--- src/rtl/irqf_pkg.sv ---
package irqf_pkg;

    localparam int NUM_SRC = 8;
    localparam int NUM_EXT = 4;

    localparam int POS_TMR  = 0;
    localparam int POS_EXT0 = 1;
    localparam int POS_EXT1 = 2;
    localparam int POS_EXT2 = 3;
    localparam int POS_CNT1 = 4;
    localparam int POS_CNT2 = 5;
    localparam int POS_DEM  = 6;
    localparam int POS_EXT3 = 7;

    typedef logic [NUM_SRC-1:0] flags_t;

    function automatic int ext_pos(input int idx);
        case (idx)
            0:       return POS_EXT0;
            1:       return POS_EXT1;
            2:       return POS_EXT2;
            default: return POS_EXT3;
        endcase
    endfunction

endpackage

--- src/rtl/irqf_edge_sync.sv ---
module irqf_edge_sync #(
    parameter int NUM_PINS    = 4,
    parameter int SYNC_STAGES = 2
) (
    input  logic                clk,
    input  logic                rst_n,
    input  logic [NUM_PINS-1:0] pin_i,
    output logic [NUM_PINS-1:0] fall_o
);

    localparam int TOP = SYNC_STAGES - 1;

    typedef struct packed {
        logic [SYNC_STAGES-1:0] sh;
        logic                   last;
    } sync_t;

    for (genvar g = 0; g < NUM_PINS; g++) begin : g_pin
        sync_t st_d, st_q;

        always_comb begin
            st_d      = st_q;
            st_d.sh   = {st_q.sh[SYNC_STAGES-2:0], pin_i[g]};
            st_d.last = st_q.sh[TOP];
        end

        always_ff @(posedge clk or negedge rst_n) begin
            if (!rst_n) st_q <= '0;
            else        st_q <= st_d;
        end

        assign fall_o[g] = st_q.last & ~st_q.sh[TOP];

        // an edge pulse lasts one cycle only
        a_r2_single_pulse: assert property (@(posedge clk) disable iff (!rst_n)
            fall_o[g] |=> !fall_o[g]);
    end

endmodule

--- src/rtl/irqf_src_map.sv ---
module irqf_src_map
    import irqf_pkg::*;
(
    input  logic [NUM_EXT-1:0] ext_fall_i,
    input  logic               tmr_ovf_i,
    input  logic               cnt1_evt_i,
    input  logic               cnt2_evt_i,
    input  logic               demod_evt_i,
    output flags_t             set_o
);

    always_comb begin
        set_o           = '0;
        set_o[POS_TMR]  = tmr_ovf_i;
        set_o[POS_CNT1] = cnt1_evt_i;
        set_o[POS_CNT2] = cnt2_evt_i;
        set_o[POS_DEM]  = demod_evt_i;
        for (int i = 0; i < NUM_EXT; i++) begin
            set_o[ext_pos(i)] = ext_fall_i[i];
        end
    end

endmodule

--- src/rtl/irqf_status_reg.sv ---
module irqf_status_reg #(
    parameter int WIDTH = 8
) (
    input  logic             clk,
    input  logic             rst_n,
    input  logic [WIDTH-1:0] set_i,
    input  logic             wr_i,
    input  logic [WIDTH-1:0] wdata_i,
    output logic [WIDTH-1:0] stat_o
);

    typedef struct packed {
        logic [WIDTH-1:0] flags;
    } stat_t;

    stat_t st_d, st_q;

    always_comb begin
        st_d       = st_q;
        if (wr_i) st_d.flags = st_q.flags & wdata_i;
        st_d.flags = st_d.flags | set_i;
    end

    always_ff @(posedge clk or negedge rst_n) begin
        if (!rst_n) st_q <= '0;
        else        st_q <= st_d;
    end

    assign stat_o = st_q.flags;

    for (genvar b = 0; b < WIDTH; b++) begin : g_chk
        a_r3_event_sets: assert property (@(posedge clk) disable iff (!rst_n)
            set_i[b] |=> stat_o[b]);
        a_r4_write_clears: assert property (@(posedge clk) disable iff (!rst_n)
            (wr_i && !wdata_i[b] && !set_i[b]) |=> !stat_o[b]);
        a_r5_event_wins: assert property (@(posedge clk) disable iff (!rst_n)
            (wr_i && !wdata_i[b] && set_i[b]) |=> stat_o[b]);
        a_r6_flag_holds: assert property (@(posedge clk) disable iff (!rst_n)
            (!set_i[b] && !(wr_i && !wdata_i[b])) |=> $stable(stat_o[b]));
    end

endmodule

--- src/rtl/irqf_unit.sv ---
module irqf_unit
    import irqf_pkg::*;
#(
    parameter int SYNC_STAGES = 2
) (
    input  logic               clk,
    input  logic               rst_n,
    input  logic [NUM_EXT-1:0] ext_irq_i,
    input  logic               tmr_ovf_i,
    input  logic               cnt1_evt_i,
    input  logic               cnt2_evt_i,
    input  logic               demod_evt_i,
    input  logic               glb_en_i,
    input  logic               stat_wr_i,
    input  logic               mask_wr_i,
    input  logic [NUM_SRC-1:0] wdata_i,
    output logic [NUM_SRC-1:0] stat_o,
    output logic [NUM_SRC-1:0] mask_o,
    output logic               irq_o
);

    typedef struct packed {
        flags_t mask;
    } ctl_t;

    logic [NUM_EXT-1:0] ext_fall;
    flags_t             set_vec;
    flags_t             stat;
    ctl_t               ctl_d, ctl_q;

    irqf_edge_sync #(
        .NUM_PINS   (NUM_EXT),
        .SYNC_STAGES(SYNC_STAGES)
    ) u_sync (
        .clk   (clk),
        .rst_n (rst_n),
        .pin_i (ext_irq_i),
        .fall_o(ext_fall)
    );

    irqf_src_map u_map (
        .ext_fall_i (ext_fall),
        .tmr_ovf_i  (tmr_ovf_i),
        .cnt1_evt_i (cnt1_evt_i),
        .cnt2_evt_i (cnt2_evt_i),
        .demod_evt_i(demod_evt_i),
        .set_o      (set_vec)
    );

    irqf_status_reg #(
        .WIDTH(NUM_SRC)
    ) u_stat (
        .clk    (clk),
        .rst_n  (rst_n),
        .set_i  (set_vec),
        .wr_i   (stat_wr_i),
        .wdata_i(wdata_i),
        .stat_o (stat)
    );

    always_comb begin
        ctl_d = ctl_q;
        if (mask_wr_i) ctl_d.mask = wdata_i;
    end

    always_ff @(posedge clk or negedge rst_n) begin
        if (!rst_n) ctl_q <= '0;
        else        ctl_q <= ctl_d;
    end

    assign stat_o = stat;
    assign mask_o = ctl_q.mask;
    assign irq_o  = glb_en_i & (|(stat & ctl_q.mask));

    a_r7_mask_load: assert property (@(posedge clk) disable iff (!rst_n)
        mask_wr_i |=> (mask_o == $past(wdata_i)));
    a_r7_mask_keep: assert property (@(posedge clk) disable iff (!rst_n)
        !mask_wr_i |=> $stable(mask_o));
    a_r8_global_gate: assert property (@(posedge clk) disable iff (!rst_n)
        !glb_en_i |-> !irq_o);
    a_r8_masked_quiet: assert property (@(posedge clk) disable iff (!rst_n)
        (mask_o == '0) |-> !irq_o);

endmodule

--- config.mk ---
export PLATFORM = sky130hd
export DESIGN_NAME = irqf_unit
export DESIGN_NICKNAME = d
export VERILOG_FILES = /design/src/rtl/irqf_pkg.sv /design/src/rtl/irqf_edge_sync.sv /design/src/rtl/irqf_src_map.sv /design/src/rtl/irqf_status_reg.sv /design/src/rtl/irqf_unit.sv
export SDC_FILE = /design/constraint.sdc
export NUM_CORES = 1
export LEC_CHECK = 0
export BUFFER_PORTS_ARGS = -buffer_cell sky130_fd_sc_hd__buf_4
export CORE_ASPECT_RATIO = 1.2
export CORE_MARGIN = 1
export CORE_UTILIZATION = 35
export DETAILED_ROUTE_END_ITERATION = 10
export PLACE_DENSITY_LB_ADDON = 0.25
export SYNTH_ARGS = -nofsm -noshare
export SYNTH_HDL_FRONTEND = slang
export SYNTH_SLANG_ARGS = --single-unit
--- constraint.sdc ---
create_clock -name clk -period 0.8 [get_ports clk]
set_input_delay 0 -clock clk [delete_from_list [all_inputs] [get_ports clk]]
set_output_delay 0 -clock clk [all_outputs]
set_load 0.005 [all_outputs]
==> results of run 1 <==
-- state kept, by name (all words and copies together) (netlist names) --
signal	flops
mask_o	8
u_stat.stat_o	8
u_sync.g_pin.st_d	8
u_sync.g_pin.st_q	4
-- cell families after synthesis --
kind of cell	Yosys count	synth area share, %
AOI/OAI and AO/OA	13	10.3
buffers and inverters	6	2.99
DFF	28	69.7
muxes	8	12.0
and+or+nand+nor	8	4.98
-- metrics by stage --
step	util, %	setup TNS (ps)	area, um2
floorplan	-	0	1000
global placement	52.8	-105	1390
detailed placement	52.8	-137	1390
CTS	65.4	-4110	1720
global route	68.1	-5700	1790
finish	68.1	-4600	1790
-- how the worst min path moves through the flow --
stage,from,depth (start not counted),to
after floorplan,rst_n,0,mask_o[0]
after global placement,rst_n,1,u_stat.stat_o[3]
after detailed placement,rst_n,1,u_stat.stat_o[3]
after CTS,stat_wr_i,3,u_stat.stat_o[1]
after global routing,stat_wr_i,3,u_stat.stat_o[2]
final,stat_wr_i,3,u_stat.stat_o[1]
-- cell usage in the layout (no fill, tap or decap) --
master and instances:
buf_4 32, dfrtp_1 28, buf_6 24, dlygate4sd3_1 17
nand2b_1 8, mux2_4 8, inv_1 5, a21o_1 4
a22o_1 4, a22oi_2 3, clkbuf_4 3, a22oi_1 1
a41oi_2 1, bufinv_16 1
-- power groups by stage --
stage,clock [mW],sequential (mW),combinational (mW)
after floorplan,0,1.62,0.152
after global placement,0,1.61,0.485
after detailed placement,0,1.62,0.496
after CTS,0.954,1.60,0.663
after global routing,0.994,1.62,0.791
final,0.920,1.60,0.739
-- final cells by class --
type                       instances  area, um2  area share, %
clock inverter                     1       30.0           1.68
inverter                           5       18.8           1.05
multi-input combinational         29        297           16.6
tap                               33       41.3           2.31
sequential                        28        701           39.1
clock buffer                       3       22.5           1.26
timing repair buffer              73        681           38.0
-- worst min-delay path: cells and delay by family --
kind | cells | cell delay (ps)
compound gates | 1 | 110
simple gates | 1 | 70
buf+inv | 1 | 150
-- what timing repair did --
item,in CTS,in global routing
buffers inserted,5,7
endpoints found under the setup margin,24,31
gates resized for setup,20,9
pin swaps,1,2
gates cloned,0,0
hold buffers,17,0
endpoints found under the hold margin,48,0
-- layer usage --
layer	part of all wire [%]	routed length, um
met5	0	0
met1	40	1020
met4	2.1	55
met3	4.1	106
met2	54	1390
==> flow_summary.yaml, run 1 <==
global_routing:
  use_met1_pct: 18.9
  grt_antenna_before_repair: 0
  grt_use_met3_pct: 3.51
  grt_util_all_layers_pct: 17.4
  grt-busiest-layer: "met2"
  grt_pass1_vias: 857
  grt_pass1_wl_mm: 3.79
  grt_max_degree: 29
  gr-total-overflow: 0
  use_met2_pct: 31.8
placement:
  gp_congestion: 0.738
  dp_cells: 142
  hpwl_mm: 1.53
  portBuffers: 37
  place_ws_ps: -112
critical_path:
  endpoint: "irq_o"
  crit_fanout: 2
  slowest_stage: "dfrtp_1"
  r2r-end: "mask_o[2]"
  endpoint_kind: "output port"
  reg2reg_setup_slack_ps: -140
  path_cells: "a22oi_2 > a41oi_2 > buf_4"
  cp-startpoint: "mask_o[0]"
  rr_worst_depth: 2
  startpoint_type: "register"
  worst-path-buf-inv: 1
  cp_data_arrival_time_ps: 1290
  cp_slowest_stage_delay_ps: 430
  cp_num_cells: 3
  r2r_start: "mask_o[2]"
  path_class: "reg2out"
  cp_top_family: "flip-flops"
  worstPathRequired_ps: 800
floorplanning:
  start_util_pct: 38.2
  io_pins: 38
  die_h_um: 60.7
  num_rows: 20
  core_um2: 2630
  die_x_um: 50.9
  dieArea_um2: 3090
logic_synthesis:
  synth_edf_count: 0
  ys_seq_area_share_pct: 69.7
  synth_flop_cell: "dfrtp_1"
  synth_async_sr_flop_share_pct: 100
  synth_cell_type_count: 9
  yosysWarnings: 0
  syn_area_per_cell_um2: 15.9
  yosysMostFrequentCell: "dfrtp_1"
  ys_ff_latch: 28
  synth_top_cell_area_share_pct: 69.7
  synth_cells: 63
  synth_nets: 84
  ys_top_cells_by_area: "dfrtp_1 70%, mux2_4 12%, nand2b_1 5.0%, a22o_1 3.5%, a21o_1 3.0%"
  synth_area_um2: 1000
  synth_area_leader_cell: "dfrtp_1"
  synth_commonest_cells: "28 x dfrtp_1, 8 x mux2_4, 8 x nand2b_1"
pwr:
  power_leakage_nw: 0.875
  clkPwrFrac_pct: 28.2
  switchingPower_mw: 0.723
  ir_worst_vdd_v: 0.00153
  p_seq_share_pct: 49.1
  p_comb_share_pct: 22.7
  p_int_mw: 2.54
  p_total_mw: 3.26
  switching_share_pct: 22.2
  power.density_nw_per_um2: 1820
hold_path:
  hp-class: "in2reg"
sta:
  fin_crit_sh_pct: 161
  fin_crit_ps: 1290
  slew_headroom_pct: 76.6
  hold_viol: 0
  rsz0062_at_grt: "true"
  finalClockSkew_ps: 7.50
  setup_viol: 31
  drv_slew: 0
  hold_slack_ps: 21.8
  fmax_mhz: 778
  worstMarginPinSlew_ps: 351
  fin_ws_ps: -486
route:
  drt_iter0_drc: 22
  vias: 807
  drcViolationCount: 0
  wire_per_inst_um: 14.9
  ant_nets: 0
  routed_wl_mm: 2.57
  via_per_inst: 4.69
  first_pass_iters: 4
clock_network:
  worst_skew_pair.late_latency_ps: 330
  clockBufferDepth: 2
  root_buffer: "clkbuf_4"
  htree_levels: 1
  cts-buffers-inserted: 3
  cts.reportedPaths.clkPinSlew_ps: 150
  clkSinkCount: 28
  cts_tree: "built"
run_status:
  violations: "negative setup slack"
  status: "complete, but fails checks"
final_layout:
  fillCellCount: 189
  layout.nets: 161
  syn_to_final_growth_pct: 78.2
  final_cells: 172
  layout-drive-gt1-share_pct: 51.8
  n_antenna_cell: 0
job:
  drv_cap: 0
(Power assumes the default switching activity.)
==> inputs of run 2 (changes only) <==
--- a/config.mk
+++ b/config.mk
@@ -6,9 +6,11 @@
 export NUM_CORES = 1
 export LEC_CHECK = 0
 export BUFFER_PORTS_ARGS = -buffer_cell sky130_fd_sc_hd__buf_4
+export CELL_PAD_IN_SITES_DETAIL_PLACEMENT = 2
+export CELL_PAD_IN_SITES_GLOBAL_PLACEMENT = 2
 export CORE_ASPECT_RATIO = 1.2
 export CORE_MARGIN = 1
-export CORE_UTILIZATION = 35
+export CORE_UTILIZATION = 33
 export DETAILED_ROUTE_END_ITERATION = 10
 export PLACE_DENSITY_LB_ADDON = 0.25
 export SYNTH_ARGS = -nofsm -noshare
==> constraint.sdc (replaced) <==
create_clock -name clk -period 1.6 [get_ports clk]
set_input_delay 0 -clock clk [delete_from_list [all_inputs] [get_ports clk]]
set_output_delay 0 -clock clk [all_outputs]
set_load 0.005 [all_outputs]
==> run 2 against run 1 <==
  * The flow now finishes without violations
  * Final cell count fell by 8.1%
  * Clock-buffer cell count rose by 1
  * Sequential share of layout area rose by 5.8 points
  * First-iteration DRC count is 36% lower
  * Total power is 57% lower
  * Combinational power down 65%
  * Clock skew grew 2.8 ps
  * Final area down 13%
  * Largest power group unchanged
  * Utilization fell by 13 points
  * Largest cell class unchanged
  * Via count is 4.7% lower
==> flow_summary.yaml, run 2 (synthesis gave the netlist of run 1 again) <==
run_status:
  status: "completed"
floorplanning:
  dieArea_um2: 3270
  io_pins: 38
  die_h_um: 62.4
  num_rows: 21
  core_um2: 2840
  die_x_um: 52.4
  start_util_pct: 35.4
clock_network:
  htree_levels: 1
  cts_tree: "built"
  clkSinkCount: 28
  root_buffer: "clkbuf_4"
  cts-buffers-inserted: 3
  cts.reportedPaths.clkPinSlew_ps: 150
  clockBufferDepth: 2
  worst_skew_pair.late_latency_ps: 340
hold_path:
  hold_start: "stat_wr_i"
  hp-class: "in2reg"
route:
  via_per_inst: 4.87
  routed_wl_mm: 2.95
  vias: 769
  first_pass_iters: 4
  drcViolationCount: 0
  drt_iter0_drc: 14
  wire_per_inst_um: 18.7
  ant_nets: 0
pwr:
  clkPwrFrac_pct: 24.6
  switching_share_pct: 24.3
  p_int_mw: 1.07
  p_seq_share_pct: 57.1
  p_total_mw: 1.41
  power.density_nw_per_um2: 906
  p_comb_share_pct: 18.3
  ir_worst_vdd_v: 0.000479
  switchingPower_mw: 0.344
  power_leakage_nw: 0.755
job:
  drv_cap: 0
critical_path:
  path_cells: "dlygate4sd3_1 > buf_4 > nand2b_1 > a21o_1 > dlygate4sd3_1"
  startpoint_type: "input port"
  reg2reg_setup_slack_ps: 340
  cp_slowest_stage_delay_ps: 550
  path_class: "in2reg"
  worst-path-buf-inv: 3
  cp_data_arrival_time_ps: 1580
  r2r_start: "u_stat.stat_o[6]"
  crit_fanout: 2
  cp_top_family: "buffers and inverters"
  slowest_stage: "dlygate4sd3_1"
  endpoint_kind: "register"
  cp_common_cell: "dlygate4sd3_1"
  cp-startpoint: "wdata_i[6]"
  worstPathRequired_ps: 1830
global_routing:
  grt_util_all_layers_pct: 19.8
  grt_max_degree: 29
  grt_pass1_wl_mm: 4.51
  grt_antenna_before_repair: 0
  grt_pass1_vias: 892
  gr-total-overflow: 0
final_layout:
  layout-drive-gt1-share_pct: 39.5
  fin_area_um2: 1560
  layout_common_cells: "37 x buf_4, 28 x dfrtp_1, 21 x dlygate4sd3_1"
  mostFrequentLayoutCell: "buf_4"
  n_antenna_cell: 0
  layout.nets: 146
  syn_to_final_growth_pct: 55.3
  fillCellCount: 279
placement:
  portBuffers: 37
  postPlaceCellArea_um2: 1310
  gp_congestion: 0.659
  hpwl_mm: 1.78
sta:
  fin_crit_sh_pct: 84.9
  fin_setup_tns_ps: 0
  hold_viol: 0
  fin_crit_ps: 1360
  hold_slack_ps: 38.3
  rsz0062_at_grt: "false"
  worstMarginPinSlew_ps: 361
  slew_headroom_pct: 75.9
  finalClockSkew_ps: 10.3
  setup_viol: 0
  drv_slew: 0
  fmax_mhz: 736
[run 2: cell types whose count changed in the layout (fill, tap and decap cells not counted), sizes merged]
cell | previous run | this run
bufinv | 1 | 0
clkbuf | 3 | 4
dlygate4sd3 | 17 | 21
buf | 56 | 37
[run 2: power by group through the flow]
stage / combinational [mW] / clock, mW / sequential (mW)
floorplan: 0.0760 / 0 / 0.809
global placement: 0.206 / 0 / 0.811
detailed placement: 0.215 / 0 / 0.817
CTS: 0.257 / 0.368 / 0.804
global route: 0.279 / 0.388 / 0.813
finish: 0.259 / 0.348 / 0.807
[run 2: timing repair]
action / CTS / global route
hold endpoints to repair: 48 / 0
setup buffers: 0 / 0
hold buffers: 21 / 0
resized for setup: 0 / 0
endpoints found under the setup margin: 0 / 0
[run 2: metrics by stage]
| stage | std cells | util (%) | setup slack [ps] |
|---|---|---|---|
| 6_report | 158 | 55.0 | 242 |
| 5_1_grt | 158 | 55.0 | 186 |
| 4_1_cts | 158 | 55.0 | 177 |
| 3_5_place_dp | 133 | 46.3 | 580 |
| 3_3_place_gp | 133 | 46.3 | 714 |
| 2_1_floorplan | 63 | - | 836 |
[run 2: routing by layer]
metal  track usage, %  share of wire (%)  vias up
met1             21.2                 39      399
met5                0                  0        -
met3             5.11                5.7        4
met2             35.8                 54       29
met4             6.91                1.5        0
li1                 -                  -      337
[run 2: cell type report]
class	count	area (um2)	area share, %
flip-flops and latches	28	701	44.9
repair buffers	58	488	31.3
multi-input cells	29	274	17.6
well taps	34	42.5	2.73
clock buffers	4	36.3	2.33
inverters	5	18.8	1.20
[run 2: path summary, 6_finish.rpt]
| path | cells after the start | endpoint |
|---|---|---|
| worst max-delay path | 5 | u_stat.stat_o[6] |
| max in group asynchronous | 2 | u_stat.stat_o[0] |
| worst min register to register | 0 | u_sync.g_pin[3].st_d[0] |
| min in group asynchronous | 2 | mask_o[6] |
| worst min-delay path | 3 | u_stat.stat_o[3] |
| worst max register to register | 2 | u_stat.stat_o[6] |
[run 2: tightest hold or removal path: stages]
cell and delay, ps:
buf_4 160, nand2b_1 80, a22o_1 120
